## config.mk

```make
export PLATFORM = sky130hd
export DESIGN_NAME = vbs_sad_merge
export DESIGN_NICKNAME = d
export VERILOG_FILES = /design/src/rtl/vbs_pkg.sv /design/src/rtl/vbs_sad_tree.sv /design/src/rtl/vbs_scan_ctrl.sv /design/src/rtl/vbs_min_cell.sv /design/src/rtl/vbs_sad_merge.sv
export SDC_FILE = /design/constraint.sdc
export NUM_CORES = 2
export LEC_CHECK = 0
export CORE_AREA = 2 2 488 490
export CTS_BUF_LIST = sky130_fd_sc_hd__clkbuf_8
export CTS_CLUSTER_SIZE = 14
export DETAILED_ROUTE_END_ITERATION = 7
export DIE_AREA = 0 0 490 492
export GPL_TIMING_DRIVEN = 0
export SYNTH_ARGS = -nofsm -noshare
export SYNTH_HDL_FRONTEND = slang
export SYNTH_SLANG_ARGS = --single-unit
```

## constraint.sdc

```tcl
create_clock -name clk -period 12.95 [get_ports clk]
set_input_delay 3.2375 -clock clk [delete_from_list [all_inputs] [get_ports clk]]
set_output_delay 3.2375 -clock clk [all_outputs]
set_load 0.02 [all_outputs]
```

## src/rtl/vbs_pkg.sv

```systemverilog
// Package: partition counts and output slot offsets shared by the merger,
// its sub-modules and its checker. Counts follow from tiling a 16x16 block.
package vbs_pkg;
    localparam int NSUB     = 16;
    localparam int N_8X4    = 8;
    localparam int N_4X8    = 8;
    localparam int N_8X8    = 4;
    localparam int N_16X8   = 2;
    localparam int N_8X16   = 2;
    localparam int N_16X16  = 1;
    localparam int OFS_8X4  = NSUB;
    localparam int OFS_4X8  = OFS_8X4 + N_8X4;
    localparam int OFS_8X8  = OFS_4X8 + N_4X8;
    localparam int OFS_16X8 = OFS_8X8 + N_8X8;
    localparam int OFS_8X16 = OFS_16X8 + N_16X8;
    localparam int OFS_FULL = OFS_8X16 + N_8X16;
    localparam int NPART    = OFS_FULL + N_16X16;
endpackage

```

## src/rtl/vbs_sad_tree.sv

```systemverilog
// Module: vbs_sad_tree
// Combinational adder tree. It widens the sixteen 4x4 SADs and sums them into
// all 41 partition costs, in the slot order defined in vbs_pkg.
// Assumes SAD_W is wide enough for sixteen SUB_W-bit terms.
module vbs_sad_tree
    import vbs_pkg::*;
#(
    parameter int SUB_W = 12,
    parameter int SAD_W = 16
) (
    input  logic [NSUB*SUB_W-1:0]  sub_in,
    output logic [NPART*SAD_W-1:0] part_out
);
    logic [SAD_W-1:0] s4  [NSUB];
    logic [SAD_W-1:0] s84 [N_8X4];
    logic [SAD_W-1:0] s48 [N_4X8];
    logic [SAD_W-1:0] s88 [N_8X8];

    // Widen each sub-block SAD and pass it through as a 4x4 slot.
    for (genvar k = 0; k < NSUB; k++) begin : g_sub
        assign s4[k] = SAD_W'(sub_in[k*SUB_W +: SUB_W]);
        assign part_out[k*SAD_W +: SAD_W] = s4[k];
    end

    // Horizontal pairs (8x4) and vertical pairs (4x8).
    for (genvar j = 0; j < N_8X4; j++) begin : g_pair
        localparam int HR = j / 2;
        localparam int HC = (j % 2) * 2;
        localparam int VR = (j / 4) * 2;
        localparam int VC = j % 4;
        assign s84[j] = s4[4*HR + HC] + s4[4*HR + HC + 1];
        assign s48[j] = s4[4*VR + VC] + s4[4*VR + VC + 4];
        assign part_out[(OFS_8X4 + j)*SAD_W +: SAD_W] = s84[j];
        assign part_out[(OFS_4X8 + j)*SAD_W +: SAD_W] = s48[j];
    end

    // Quadrants: two stacked 8x4 costs each.
    for (genvar q = 0; q < N_8X8; q++) begin : g_quad
        localparam int QR = q / 2;
        localparam int QC = q % 2;
        assign s88[q] = s84[4*QR + QC] + s84[4*QR + 2 + QC];
        assign part_out[(OFS_8X8 + q)*SAD_W +: SAD_W] = s88[q];
    end

    // Halves and the whole block from the quadrants.
    assign part_out[(OFS_16X8    )*SAD_W +: SAD_W] = s88[0] + s88[1];
    assign part_out[(OFS_16X8 + 1)*SAD_W +: SAD_W] = s88[2] + s88[3];
    assign part_out[(OFS_8X16    )*SAD_W +: SAD_W] = s88[0] + s88[2];
    assign part_out[(OFS_8X16 + 1)*SAD_W +: SAD_W] = s88[1] + s88[3];
    assign part_out[(OFS_FULL    )*SAD_W +: SAD_W] = s88[0] + s88[1] + s88[2] + s88[3];
endmodule

```

## src/rtl/vbs_scan_ctrl.sv

```systemverilog
// Module: vbs_scan_ctrl
// Tracks the scan position of accepted candidates within a macroblock and
// raises done after the last one. Assumes mb_start arrives together with
// cand_valid on the first candidate. Candidates are ignored when no scan is active.
module vbs_scan_ctrl #(
    parameter int NCAND = 256,
    parameter int IDX_W = 8
) (
    input  logic             clk,
    input  logic             rst_n,
    input  logic             cand_valid,
    input  logic             mb_start,
    output logic             take,
    output logic             load_all,
    output logic [IDX_W-1:0] cand_idx,
    output logic             done
);
    localparam logic [IDX_W-1:0] LAST = IDX_W'(NCAND - 1);

    logic             active;
    logic [IDX_W-1:0] cnt;

    assign load_all = cand_valid & mb_start;
    assign take     = cand_valid & (mb_start | active);
    assign cand_idx = load_all ? '0 : cnt;

    // Advance the scan position and pulse done on the final candidate.
    always_ff @(posedge clk) begin
        if (!rst_n) begin
            active <= 1'b0;
            cnt    <= '0;
            done   <= 1'b0;
        end else begin
            done <= take && (cand_idx == LAST);
            if (take) begin
                if (cand_idx == LAST) begin
                    active <= 1'b0;
                    cnt    <= '0;
                end else begin
                    active <= 1'b1;
                    cnt    <= cand_idx + 1'b1;
                end
            end
        end
    end
endmodule

```

## src/rtl/vbs_min_cell.sv

```systemverilog
// Module: vbs_min_cell
// One partition's running minimum and its displacement. It loads on load_all
// and otherwise replaces the stored value only on a strictly smaller cost.
module vbs_min_cell #(
    parameter int SAD_W = 16,
    parameter int MVP_W = 10
) (
    input  logic             clk,
    input  logic             rst_n,
    input  logic             take,
    input  logic             load_all,
    input  logic [SAD_W-1:0] sad_in,
    input  logic [MVP_W-1:0] mv_in,
    output logic [SAD_W-1:0] best_sad,
    output logic [MVP_W-1:0] best_mv
);
    logic better;
    assign better = take && (load_all || (sad_in < best_sad));

    // Hold the best cost and its displacement.
    always_ff @(posedge clk) begin
        if (!rst_n) begin
            best_sad <= '0;
            best_mv  <= '0;
        end else if (better) begin
            best_sad <= sad_in;
            best_mv  <= mv_in;
        end
    end
endmodule

```

## src/rtl/vbs_sad_merge.sv

```systemverilog
// Module: vbs_sad_merge (top)
// Builds all 41 partition costs for each candidate, derives the candidate's
// displacement from its raster position, and keeps one minimum per partition.
// Assumes SR_SIDE is a power of two and MV_W exceeds log2(SR_SIDE).
module vbs_sad_merge
    import vbs_pkg::*;
#(
    parameter int SUB_W   = 12,
    parameter int SAD_W   = 16,
    parameter int MV_W    = 5,
    parameter int SR_SIDE = 16
) (
    input  logic                       clk,
    input  logic                       rst_n,
    input  logic                       cand_valid,
    input  logic                       mb_start,
    input  logic [NSUB*SUB_W-1:0]      sub_sad,
    output logic [NPART*SAD_W-1:0]     best_sad,
    output logic [NPART*2*MV_W-1:0]    best_mv,
    output logic                       done
);
    localparam int NCAND  = SR_SIDE * SR_SIDE;
    localparam int HALF_W = $clog2(SR_SIDE);
    localparam int IDX_W  = 2 * HALF_W;
    localparam int MVP_W  = 2 * MV_W;

    logic                   take;
    logic                   load_all;
    logic [IDX_W-1:0]       cand_idx;
    logic [NPART*SAD_W-1:0] part_sad;
    logic [MV_W-1:0]        mv_x;
    logic [MV_W-1:0]        mv_y;
    logic [MVP_W-1:0]       mv_pack;

    vbs_sad_tree #(.SUB_W(SUB_W), .SAD_W(SAD_W)) u_tree (
        .sub_in   (sub_sad),
        .part_out (part_sad)
    );

    vbs_scan_ctrl #(.NCAND(NCAND), .IDX_W(IDX_W)) u_ctrl (
        .clk        (clk),
        .rst_n      (rst_n),
        .cand_valid (cand_valid),
        .mb_start   (mb_start),
        .take       (take),
        .load_all   (load_all),
        .cand_idx   (cand_idx),
        .done       (done)
    );

    // Displacement: column and row of the scan position, offset to centre.
    assign mv_x    = MV_W'(cand_idx[HALF_W-1:0])     - MV_W'(SR_SIDE / 2);
    assign mv_y    = MV_W'(cand_idx[IDX_W-1:HALF_W]) - MV_W'(SR_SIDE / 2);
    assign mv_pack = {mv_y, mv_x};

    for (genvar p = 0; p < NPART; p++) begin : g_cell
        vbs_min_cell #(.SAD_W(SAD_W), .MVP_W(MVP_W)) u_cell (
            .clk      (clk),
            .rst_n    (rst_n),
            .take     (take),
            .load_all (load_all),
            .sad_in   (part_sad[p*SAD_W +: SAD_W]),
            .mv_in    (mv_pack),
            .best_sad (best_sad[p*SAD_W +: SAD_W]),
            .best_mv  (best_mv[p*MVP_W +: MVP_W])
        );
    end
endmodule

```

==> results.txt <==
STA classifies the critical path startpoint as an input port. The area growth from synthesis to layout is 35.1%, and the antenna violation net count after detailed routing is 0. The number of setup violations in the final report is 0.

The number of synthesized flops with an enable pin works out to 0. The cell depth of the worst min-delay path came out at 2. The count of pins on the block boundary was 1263. The worst setup path is captured at a flip-flop. Post-layout instance area: 77900 µm².

Clock tree synthesis selected as its root buffer the cell sky130_fd_sc_hd__clkbuf_8. The logs give 18.4 mW for the power after layout and 82.2 MHz for the upper clock frequency limit. At the pin with the least slew margin, the transition time is 1.55 ns. The final clock period utilization by the worst path is 93.9%.

After floorplanning, the core was sized to cover 236000 µm². The total of cells resized after clock tree synthesis is 0, and the post-placement cell count is 11300. Category of the critical setup timing path: input port to flip-flop.

The cell row count came out at 179. The tools report the leakage power total as 32.7 nW. The flow ran to the end, but the final reports show violations. The post-route netlist has 7.16% of its cells at a drive strength greater than 1. The H-tree was split into 4 levels.

Input and output buffers added on the ports amount to 1137. Using the TritonRoute via totals, the vias-per-cell ratio works out to 4.91. The slowest library cell on the worst path is sky130_fd_sc_hd__xnor2_1. TritonCTS built the clock tree.

The largest single stage delay on the critical path is 0.85 ns. The non-filler instance count after layout is 11600, and the arrival time at the worst endpoint is 12.94 ns. Counting cells, the worst reg-to-reg path comes to 15. The tools report the utilization after layout as 33.0%. The logs give 446 mm for the global-route wire length before repair and 17400 µm² for the storage element area. For hold timing, the worst endpoint is g_cell[38].u_cell.best_sad[5]. Synthesis instantiated 81 different standard cells from the library. The clock arrives with 0.0941 ns of skew. The via count of the first global-routing pass was 55200. Headroom to the max-slew limit came out at -3.24%.

Initial core utilization: 24.4%. The combined area of the multi-input logic cells is 35300 µm². Entering global routing, the biggest net connects 18 pins. Summed over all layers, the routed wires come to 330 mm. For this run, design rule violations remaining after detail routing come to 0.

The worst register-to-register path begins at g_cell[10].u_cell.best_sad[1]. The vertical die dimension is 492 µm, and the number of warnings reported in the yosys synthesis log is 0. A synthesized cell averages 8.46 µm².

The tools report the start point of the worst min-delay path as g_cell[38].u_cell.best_sad[5]. At the end of routability-driven placement, the weighted congestion stood at 0.957. For the number of hold-repair buffers added at the cts stage, the log shows 0.

Among all flip-flop cells after synthesis, the most frequent one is sky130_fd_sc_hd__dfxtp_1. The clock period could shrink to 12.16 ns. Counting along the longest clock path gives a buffer depth of 3. The logs give 0 for the number of post-CTS setup repair buffers and 63 for the initial antenna violation count. The clock transition at the registers of the reported paths was 0.06 ns. For this run, the total global-route usage over all layers was measured as 26.4%. The run gives 2 as the number of maximum-capacitance violations. The aggregate global routing overflow is 0, and the highest ir drop seen on vdd is 0.000514 V. In the final routed layout, each cell accounts on average for 28.5 µm. The tools report the number of filler cells placed in the layout as 24600. Synthesis inferred 870 register bits. Along the worst path, the maximum fanout reaches 10.

Class of the tightest hold or removal check: flip-flop to flip-flop. The logs give 274 mm for the estimated wirelength of the detail-placed design and 0.99 ns for the clock latency on the worst-skew pair. Setup repair after global routing left no endpoint under its margin. The cell area after placement is 73900 µm².

The checks that failed: capacitance limit, slew limit. The run gives 9300 as the layout net count. After technology mapping, the gate count stands at 6813. Sequential area share after synthesis: 30.2%. The logs give 0.469 ns for the final hold slack and 0 for the total count of hold-check failures in the final report. Summing every instance area after synthesis gives 57600 µm². The logs give 174 for the number of buffers created by CTS and 56900 for the via count.

The DRC marker count from the first detailed-route iteration was 4173. The cell type with the highest occurrence count on the critical path is sky130_fd_sc_hd__ha_1. The die outline width was 490 µm; the detailed-routing iteration count for the pre-antenna-repair pass was 6.

The power per cell area came out at 236 nW/µm². The post-synthesis async set-or-reset flop share was 0%. The final max-slew violation count was 22; the flop-to-flop setup slack was 8.06 ns. The endpoint required time on the critical path came out at 13.73 ns. For this design, the sink count on the clock tree is 870. The worst register-to-register path ends at g_cell[10].u_cell.best_mv[2].

The die covers 241000 µm².
worst max-delay path, delay by kind of cell:
family | cells | cell delay (ns)
AOI/OAI and AO/OA | 10 | 2.55
muxes | 1 | 0.25
buffers and inverters | 6 | 2.05
xor gates and xnor gates | 4 | 2.01
and+or+nand+nor | 5 | 0.74
adders and majority gates | 6 | 2.11
cell type report:
cell class / count / area share, %
Inverter: 698 / 3.36
Tap cell: 3167 / 5.09
Sequential cell: 870 / 22.4
Antenna cell: 33 / 0.106
Multi-Input combinational cell: 4832 / 45.4
Buffer: 536 / 3.68
Timing Repair Buffer: 1157 / 15.1
Clock inverter: 96 / 1.19
Clock buffer: 213 / 3.76
how the worst max path moves through the flow:
stage | from | end | cells after the start
2_1_floorplan | sub_sad[5] | g_cell[40].u_cell.best_sad[10] | 34
3_3_place_gp | sub_sad[62] | g_cell[40].u_cell.best_mv[7] | 32
6_report | sub_sad[62] | g_cell[40].u_cell.best_sad[7] | 32
3_5_place_dp | sub_sad[62] | g_cell[40].u_cell.best_sad[14] | 34
5_1_grt | sub_sad[62] | g_cell[40].u_cell.best_sad[10] | 33
4_1_cts | sub_sad[62] | g_cell[40].u_cell.best_sad[14] | 34
report_power, final:
group | switching (mW) | internal [mW]
Clock | 1.48 | 1.72
Sequential | 0.266 | 2.94
Combinational | 6.93 | 5.06
Total | 8.68 | 9.72
per-stage QoR:
stage | setup slack, ns | TNS [ns]
6_report | 0.791 | 0
5_1_grt | 0.306 | 0
4_1_cts | 0.919 | 0
3_5_place_dp | -0.166 | -1.30
3_3_place_gp | -1.65 | -32.90
2_1_floorplan | 2.46 | 0
flip-flops by register name (all words and copies together) (netlist names):
| name | flops |
|---|---|
| g_cell.u_cell.best_sad | 532 |
| g_cell.u_cell.best_mv | 328 |
| u_ctrl.cnt | 8 |
| u_ctrl.active | 1 |
| u_ctrl.done | 1 |
cells in the final DEF (no fill, tap or decap), types with 124 or more instances in the layout:
cell	instances
sky130_fd_sc_hd__clkbuf_8	213
sky130_fd_sc_hd__xnor2_1	197
sky130_fd_sc_hd__a21o_1	347
sky130_fd_sc_hd__conb_1	124
sky130_fd_sc_hd__inv_1	743
sky130_fd_sc_hd__or3_1	181
sky130_fd_sc_hd__ha_1	796
sky130_fd_sc_hd__nand3_1	194
sky130_fd_sc_hd__buf_4	208
sky130_fd_sc_hd__clkbuf_1	244
sky130_fd_sc_hd__o21ai_0	261
sky130_fd_sc_hd__dfxtp_1	870
sky130_fd_sc_hd__a21oi_1	680
sky130_fd_sc_hd__clkdlybuf4s50_1	1137
sky130_fd_sc_hd__nand2_1	296
sky130_fd_sc_hd__mux2i_1	403
sky130_fd_sc_hd__nor2_1	525
cell families (layout without fill, tap and decap cells):
| group | Yosys count | in the layout | synth area share, % |
|---|---|---|---|
| buf+inv | 1234 | 2700 | 9.43 |
| other cells | 1 | 157 | 0.00651 |
| fa+ha+maj | 837 | 837 | 18.7 |
| xor+xnor | 266 | 266 | 4.19 |
| simple gates | 1464 | 1464 | 11.7 |
| mux | 403 | 403 | 7.00 |
| compound gates | 1738 | 1738 | 18.7 |
| flops | 870 | 870 | 30.2 |
per-layer routing:
metal / vias up / GRT usage (%) / wire length, µm
li1: 26200 / - / -
met1: 27500 / 31.2 / 132000
met2: 2515 / 43.4 / 152000
met3: 600 / 6.37 / 25200
met4: 24 / 15.3 / 21200
met5: - / 0 / 169
cell usage after synthesis, drive strengths merged, types with 3 or more instances:
library cell | instances | area (µm²)
a31o | 6 | 52.6
nor2b | 42 | 263
a21oi | 680 | 3400
and3 | 10 | 62.6
nor4 | 9 | 56.3
ha | 796 | 9960
buf | 259 | 1770
clkbuf | 277 | 1040
a2111oi | 7 | 61.3
or2 | 20 | 125
o31a | 18 | 158
a21boi | 3 | 22.5
nor2 | 526 | 1980
o211ai | 26 | 214
o22a | 3 | 26.3
o221ai | 4 | 35.0
and2 | 5 | 31.3
o21ai | 296 | 1500
a211o | 23 | 201
xor2 | 57 | 499
or3 | 181 | 1130
mux2i | 403 | 4030
nor3 | 93 | 465
nand2b | 58 | 363
o31ai | 24 | 185
o22ai | 9 | 56.3
nand2 | 296 | 1110
a31oi | 26 | 178
a21o | 347 | 2610
a311oi | 3 | 26.3
dfxtp | 870 | 17400
nand3 | 196 | 981
nand4 | 20 | 125
a211oi | 88 | 701
inv | 698 | 2620
o41ai | 17 | 156
xnor2 | 208 | 1890
a22oi | 4 | 30.0
o21a | 33 | 248
o21bai | 109 | 818
fa | 39 | 781
(Power assumes the default switching activity.)
